===== src/rtl/exc_pkg.sv =====
package exc_pkg;
  localparam int VW = 8;
  localparam int NSRC = 7;
  localparam int P_RST = 0;
  localparam int P_BUS = 1;
  localparam int P_ADR = 2;
  localparam int P_TRP = 3;
  localparam int P_ILL = 4;
  localparam int P_PRV = 5;
  localparam int P_TRC = 6;

  localparam logic [VW-1:0] V_RESET = 8'd0;
  localparam logic [VW-1:0] V_BUS   = 8'd2;
  localparam logic [VW-1:0] V_ADR   = 8'd3;
  localparam logic [VW-1:0] V_ILL   = 8'd4;
  localparam logic [VW-1:0] V_PRV   = 8'd8;
  localparam logic [VW-1:0] V_TRC   = 8'd9;
  localparam logic [VW-1:0] V_SPUR  = 8'd24;
  localparam logic [VW-1:0] V_TRAPB = 8'd32;

  typedef enum logic [3:0] {
    C_NONE, C_RESET, C_BUS, C_ADR, C_TRAP, C_ILL, C_PRV, C_TRC, C_IRQ
  } cause_e;

  typedef enum logic [1:0] {ST_IDLE, ST_VEC, ST_IACK} state_e;

  function automatic logic [VW-1:0] vec_of(cause_e c, logic [3:0] tn);
    case (c)
      C_RESET: vec_of = V_RESET;
      C_BUS:   vec_of = V_BUS;
      C_ADR:   vec_of = V_ADR;
      C_TRAP:  vec_of = V_TRAPB + {4'd0, tn};
      C_ILL:   vec_of = V_ILL;
      C_PRV:   vec_of = V_PRV;
      C_TRC:   vec_of = V_TRC;
      default: vec_of = V_SPUR;
    endcase
  endfunction

  function automatic logic [NSRC-1:0] pend_bit(cause_e c);
    pend_bit = '0;
    case (c)
      C_RESET: pend_bit[P_RST] = 1'b1;
      C_BUS:   pend_bit[P_BUS] = 1'b1;
      C_ADR:   pend_bit[P_ADR] = 1'b1;
      C_TRAP:  pend_bit[P_TRP] = 1'b1;
      C_ILL:   pend_bit[P_ILL] = 1'b1;
      C_PRV:   pend_bit[P_PRV] = 1'b1;
      C_TRC:   pend_bit[P_TRC] = 1'b1;
      default: pend_bit = '0;
    endcase
  endfunction
endpackage


===== src/rtl/exc_prio_sel.sv =====
module exc_prio_sel
  import exc_pkg::*;
(
  input  logic [NSRC-1:0] pend,
  input  logic            irq_ok,
  input  logic            hold,
  output cause_e          cause
);
  cause_e pick;

  always_comb begin
    if      (pend[P_RST]) pick = C_RESET;
    else if (pend[P_BUS]) pick = C_BUS;
    else if (pend[P_ADR]) pick = C_ADR;
    else if (pend[P_TRP]) pick = C_TRAP;
    else if (pend[P_ILL]) pick = C_ILL;
    else if (pend[P_PRV]) pick = C_PRV;
    else if (pend[P_TRC]) pick = C_TRC;
    else if (irq_ok)      pick = C_IRQ;
    else                  pick = C_NONE;
  end

  // reset and access error bypass the non-interruptible hold
  always_comb begin
    if (hold && (pick != C_RESET) && (pick != C_BUS)) cause = C_NONE;
    else                                              cause = pick;
  end
endmodule


===== src/rtl/exc_sr_update.sv =====
module exc_sr_update
  import exc_pkg::*;
#(
  parameter int SR_W    = 16,
  parameter int LVL_W   = 3,
  parameter int T_BIT   = 15,
  parameter int S_BIT   = 13,
  parameter int MASK_LO = 8
) (
  input  logic [SR_W-1:0]  sr_in,
  input  cause_e           cause,
  input  logic [LVL_W-1:0] lvl,
  output logic [SR_W-1:0]  sr_new
);
  always_comb begin
    sr_new        = sr_in;
    sr_new[T_BIT] = 1'b0;
    sr_new[S_BIT] = 1'b1;
    if (cause == C_RESET)    sr_new[MASK_LO +: LVL_W] = '1;
    else if (cause == C_IRQ) sr_new[MASK_LO +: LVL_W] = lvl;
  end
endmodule


===== src/rtl/exc_entry_seq.sv =====
module exc_entry_seq
  import exc_pkg::*;
#(
  parameter int SR_W    = 16,
  parameter int LVL_W   = 3,
  parameter int TRAP_W  = 4,
  parameter int VEC_W   = 8,
  parameter int T_BIT   = 15,
  parameter int S_BIT   = 13,
  parameter int MASK_LO = 8
) (
  input  logic              clk,
  input  logic              rst,
  input  logic [SR_W-1:0]   sr_in,
  input  logic              req_reset,
  input  logic              req_buserr,
  input  logic              req_addrerr,
  input  logic              req_trap,
  input  logic [TRAP_W-1:0] trap_num,
  input  logic              req_illegal,
  input  logic              req_priv,
  input  logic              req_trace,
  input  logic [LVL_W-1:0]  irq_level,
  input  logic              ex_noint,
  input  logic              iack_vec_valid,
  input  logic [VEC_W-1:0]  iack_vector,
  input  logic              iack_spurious,
  output logic              iack_req,
  output logic [LVL_W-1:0]  iack_level,
  output logic              flush,
  output logic              sr_we,
  output logic [SR_W-1:0]   sr_out,
  output logic              done,
  output logic [VEC_W-1:0]  vec_num,
  output logic [SR_W-1:0]   saved_sr
);
  localparam logic [LVL_W-1:0] LVL_MAX = '1;

  state_e            state;
  logic [NSRC-1:0]   pend_q, req_v, eff;
  logic [TRAP_W-1:0] trap_q, trap_eff;
  logic [LVL_W-1:0]  cur_mask;
  logic              irq_ok;
  cause_e            cause;
  logic [SR_W-1:0]   sr_new;

  always_comb begin
    req_v        = '0;
    req_v[P_RST] = req_reset;
    req_v[P_BUS] = req_buserr;
    req_v[P_ADR] = req_addrerr;
    req_v[P_TRP] = req_trap;
    req_v[P_ILL] = req_illegal;
    req_v[P_PRV] = req_priv;
    req_v[P_TRC] = req_trace;
  end

  assign eff      = pend_q | req_v;
  assign trap_eff = pend_q[P_TRP] ? trap_q : trap_num;
  assign cur_mask = sr_in[MASK_LO +: LVL_W];
  assign irq_ok   = (irq_level > cur_mask) || (irq_level == LVL_MAX);

  exc_prio_sel prio_i (
    .pend   (eff),
    .irq_ok (irq_ok),
    .hold   (ex_noint),
    .cause  (cause)
  );

  exc_sr_update #(
    .SR_W(SR_W), .LVL_W(LVL_W), .T_BIT(T_BIT), .S_BIT(S_BIT), .MASK_LO(MASK_LO)
  ) sru_i (
    .sr_in  (sr_in),
    .cause  (cause),
    .lvl    (irq_level),
    .sr_new (sr_new)
  );

  always_ff @(posedge clk) begin
    if (rst) begin
      state      <= ST_IDLE;
      pend_q     <= '0;
      trap_q     <= '0;
      iack_req   <= 1'b0;
      iack_level <= '0;
      flush      <= 1'b0;
      sr_we      <= 1'b0;
      sr_out     <= '0;
      done       <= 1'b0;
      vec_num    <= '0;
      saved_sr   <= '0;
    end else begin
      flush <= 1'b0;
      sr_we <= 1'b0;
      done  <= 1'b0;
      if (req_trap && !pend_q[P_TRP]) trap_q <= trap_num;
      pend_q <= eff;
      case (state)
        ST_IDLE: begin
          if (cause != C_NONE) begin
            flush    <= 1'b1;
            sr_we    <= 1'b1;
            sr_out   <= sr_new;
            saved_sr <= sr_in;
            pend_q   <= eff & ~pend_bit(cause);
            if (cause == C_IRQ) begin
              iack_req   <= 1'b1;
              iack_level <= irq_level;
              state      <= ST_IACK;
            end else begin
              vec_num <= VEC_W'(vec_of(cause, 4'(trap_eff)));
              state   <= ST_VEC;
            end
          end
        end
        ST_VEC: begin
          done  <= 1'b1;
          state <= ST_IDLE;
        end
        ST_IACK: begin
          if (iack_vec_valid) begin
            vec_num  <= iack_vector;
            done     <= 1'b1;
            iack_req <= 1'b0;
            state    <= ST_IDLE;
          end else if (iack_spurious) begin
            vec_num  <= VEC_W'(V_SPUR);
            done     <= 1'b1;
            iack_req <= 1'b0;
            state    <= ST_IDLE;
          end
        end
        default: state <= ST_IDLE;
      endcase
    end
  end


  flush_done_excl_chk: assert property (@(posedge clk) disable iff (rst)
    flush |-> !done);


  saved_hold_chk: assert property (@(posedge clk) disable iff (rst)
    (state != ST_IDLE && !flush) |-> $stable(saved_sr));


  sr_mode_chk: assert property (@(posedge clk) disable iff (rst)
    sr_we |-> (sr_out[S_BIT] && !sr_out[T_BIT]));


  iack_level_hold_chk: assert property (@(posedge clk) disable iff (rst)
    (iack_req && $past(iack_req)) |-> $stable(iack_level));


  done_single_chk: assert property (@(posedge clk) disable iff (rst)
    done |=> !done);


  noint_hold_chk: assert property (@(posedge clk) disable iff (rst)
    $rose(flush) |-> (!$past(ex_noint) ||
      $past(req_reset || req_buserr || pend_q[P_RST] || pend_q[P_BUS])));
endmodule


===== config.mk =====
export PLATFORM = sky130hd
export DESIGN_NAME = exc_entry_seq
export DESIGN_NICKNAME = d
export VERILOG_FILES = /design/src/rtl/exc_pkg.sv /design/src/rtl/exc_prio_sel.sv /design/src/rtl/exc_sr_update.sv /design/src/rtl/exc_entry_seq.sv
export SDC_FILE = /design/constraint.sdc
export NUM_CORES = 1
export LEC_CHECK = 0
export BUFFER_PORTS_ARGS = -buffer_cell sky130_fd_sc_hd__buf_2
export CORE_MARGIN = 10
export CORE_UTILIZATION = 35
export DETAILED_ROUTE_END_ITERATION = 16
export PLACE_DENSITY = 0.63
export SLEW_MARGIN = 15
export SYNTH_ARGS = -nofsm -noshare
export SYNTH_HDL_FRONTEND = slang
export SYNTH_HIERARCHICAL = 1
export SYNTH_SLANG_ARGS = --single-unit

===== constraint.sdc =====
create_clock -name clk -period 6.05 [get_ports clk]
set_input_delay 0.3025 -clock clk [delete_from_list [all_inputs] [get_ports clk]]
set_output_delay 0.3025 -clock clk [all_outputs]
set_load 0.02 [all_outputs]

==> results.json <==
{
  "clkLatencyLatePin_ns": 0.34,
  "grt_max_degree": 60,
  "crit_arrival_ns": 3.21,
  "outcome": "complete, no violations",
  "cts.sinks": 59,
  "slew-limit-headroom_pct": 24.0,
  "detail_route.wirelength_um": 7490,
  "ir_worst_vdd_mv": 0.131,
  "cts_resized": 0,
  "synth_top_flop_cell": "dfxtp_1",
  "fin_setup_tns_ns": 0,
  "synth.net_count": 391,
  "coreArea_sq_mm": 0.00777,
  "ios": 90,
  "crit_path_top_delay_cell": "a211oi_2",
  "crit_type": "primary input to flip-flop",
  "synth-adder-area-share_pct": 2.68,
  "synthCells": 342,
  "syn_area_sq_mm": 0.00280,
  "yosys_warnings": 6,
  "ys_types": 43,
  "cp.required_ns": 6.24,
  "cp-start-kind": "primary input",
  "nets": 456,
  "dp_hpwl_um": 5450,
  "clockRootBuffer": "clkbuf_8",
  "ant_nets": 0,
  "row_count": 32,
  "drt_iter0_markers": 68,
  "power.density_mw_per_mm2": 313,
  "hold_buffers": 0,
  "p_leak_uw": 0.00157,
  "antennaDiodeCount": 0,
  "hold_violations": 0,
  "grt_overflow": 0,
  "vias_per_cell": 4.82,
  "setup_viol": 0,
  "fillers": 833,
  "clkTransAtPathRegs_ns": 0.07,
  "tightest_slew_ns": 1.14,
  "whs_path_depth": 3,
  "hp-class": "primary input to flip-flop",
  "antenna_found_initial": 0,
  "drc_errors": 0,
  "report.final.slew_viol_count": 0,
  "fin_util_pct": 43.5,
  "cap_violations": 0,
  "first_global_vias": 2520,
  "skew_ns": 0.0108,
  "synthMuxAreaShare_pct": 5.04,
  "seq_area_frac_synth_pct": 42.1,
  "dieHeight_um": 110,
  "numPortBuffers": 89,
  "cts_tree": "built",
  "die_area_sq_mm": 0.0120,
  "h-tree-depth": 3,
  "grt_first_pass_wirelength_um": 12200,
  "syn_avg_cell_area_sq_um": 8.20,
  "rsz0062_at_grt": "no",
  "fin_crit_sh_pct": 50.0,
  "crit_chain": "buf_2, inv_1, ha_1, nor2b_1, o21a_1, o21ai_0, nand2_1, nor2_1, nand2_1, a21oi_1, a21o_1, nor3_2, a211oi_2, mux2i_1, nor2_1",
  "postCtsSetupBuffers": 0,
  "async_flop_share_pct": 0,
  "final_area_sq_mm": 0.00338,
  "reg2reg_depth": 10,
  "max_stage_delay_ns": 0.69,
  "grt.total_usage_pct": 12.7,
  "synth_compound_area_share_pct": 18.4,
  "clockBufferDepth": 2,
  "cts_buffers": 9,
  "synth_top_family_by_area": "simple AND/OR/NAND/NOR gates",
  "chipWidth_um": 110,
  "layout-drive-gt1-share_pct": 29.1,
  "gp_congestion": 0.758,
  "synth-xor-area-share_pct": 0,
  "area_delta_synth_final_pct": 20.4,
  "wl_per_cell_um": 14.6,
  "synth_edf_count": 0,
  "dr.pass1.iters": 4,
  "vias": 2479,
  "synth-simple-area-share_pct": 21.2,
  "place_area_sq_mm": 0.00315,
  "start_util_pct": 36.1,
  "end_kind": "flip-flop",
  "worstPathMaxFanout": 17,
  "max_freq_mhz": 330,
  "period_needed_ns": 3.03,
  "synth_seq_cells": 59
}
[cells by family after synthesis]
logic type	Yosys count
muxes	14
and+or+nand+nor	134
AOI/OAI and AO/OA	76
buffers and inverters	51
adders and majority gates	6
DFF	59
other	2
[cells in the mapped netlist, types with 2 or more instances]
master	number	area [sq um]
a211o_1	3	26.3
a211oi_1	8	60.1
a21o_1	2	15.0
a21oi_1	34	170
a21oi_2	6	52.6
a311oi_1	4	35.0
a32oi_1	3	26.3
buf_2	8	40.0
buf_4	15	113
buf_6	4	45.0
clkbuf_1	8	30.0
conb_1	2	7.51
dfxtp_1	59	1180
ha_1	6	75.1
inv_1	16	60.1
mux2i_1	13	130
nand2_1	71	267
nand3_1	7	35.0
nand4_1	2	12.5
nor2_1	32	120
nor2b_1	6	37.5
nor3_1	4	20.0
nor3b_1	2	15.0
o21a_1	2	15.0
o21ai_0	3	15.0
o21bai_1	2	15.0
o32ai_1	3	26.3
or3b_1	2	17.5
[power by group]
| part | switching [uW] | leakage (uW) | internal (uW) |
|---|---|---|---|
| Sequential | 15.7 | 0.000486 | 422 |
| Clock | 167 | 0.000108 | 243 |
| Combinational | 139 | 0.000977 | 72.8 |
[per-stage QoR]
| step | power, uW | setup slack [ns] | hold slack (ns) | instances |
|---|---|---|---|---|
| floorplan | 605 | 3.49 | 0.438 | 342 |
| global placement | 656 | 2.54 | 0.440 | 498 |
| detailed placement | 661 | 2.46 | 0.445 | 498 |
| CTS | 1070 | 2.77 | 0.177 | 514 |
| global route | 1120 | 2.69 | 0.208 | 514 |
| finish | 1060 | 3.02 | 0.195 | 514 |
[path summary, 6_finish.rpt]
path	startpoint	end	slack, ns
setup / recovery	sr_in[9]	vec_num[4]	3.02
hold / removal	sr_in[15]	saved_sr[15]	0.20
setup reg to reg	pend_q[3]	vec_num[4]	3.04
hold reg to reg	sr_out[14]	sr_out[14]	0.45
[critical path, delay by kind of cell]
family          cells  cell delay (ns)
mux                 1             0.26
fa+ha+maj           1             0.29
buf+inv             2             0.17
compound gates      5             1.61
simple gates        6             0.58
[area by class of cell]
type | instances | area [sq um] | area share [%]
multi-input combinational | 232 | 1340 | 39.6
tap | 102 | 128 | 3.78
timing repair buffer | 89 | 445 | 13.2
sequential | 59 | 1180 | 35.0
clock inverter | 6 | 88.8 | 2.63
inverter | 16 | 60.1 | 1.78
clock buffer | 10 | 138 | 4.08
[placed cells by master, fill, tap and decap left out, types with 6 or more instances in the layout]
master    instances
a211oi_1          8
a21oi_1          34
a21oi_2           6
buf_2            89
clkbuf_8         10
dfxtp_1          59
ha_1              6
inv_1            16
mux2i_1          13
nand2_1          71
nand3_1           7
nor2_1           32
nor2b_1           6
[flip-flops by register name, indices dropped and copies added, names as in the netlist]
name / count
sr_out: 16
vec_num: 8
trap_q: 4
iack_level: 3
state: 2
sr_we: 1
saved_sr: 16
done: 1
pend_q: 7
iack_req: 1
[metal layers]
metal / GRT usage [%] / vias to the layer above / part of all wire [%]
li1: - / 1268 / -
met1: 15.2 / 1132 / 44
met3: 5.15 / 8 / 10
met4: 6.41 / 0 / 1.3
met5: 0 / - / 0
met2: 19.2 / 71 / 44
(Power assumes the default switching activity.)
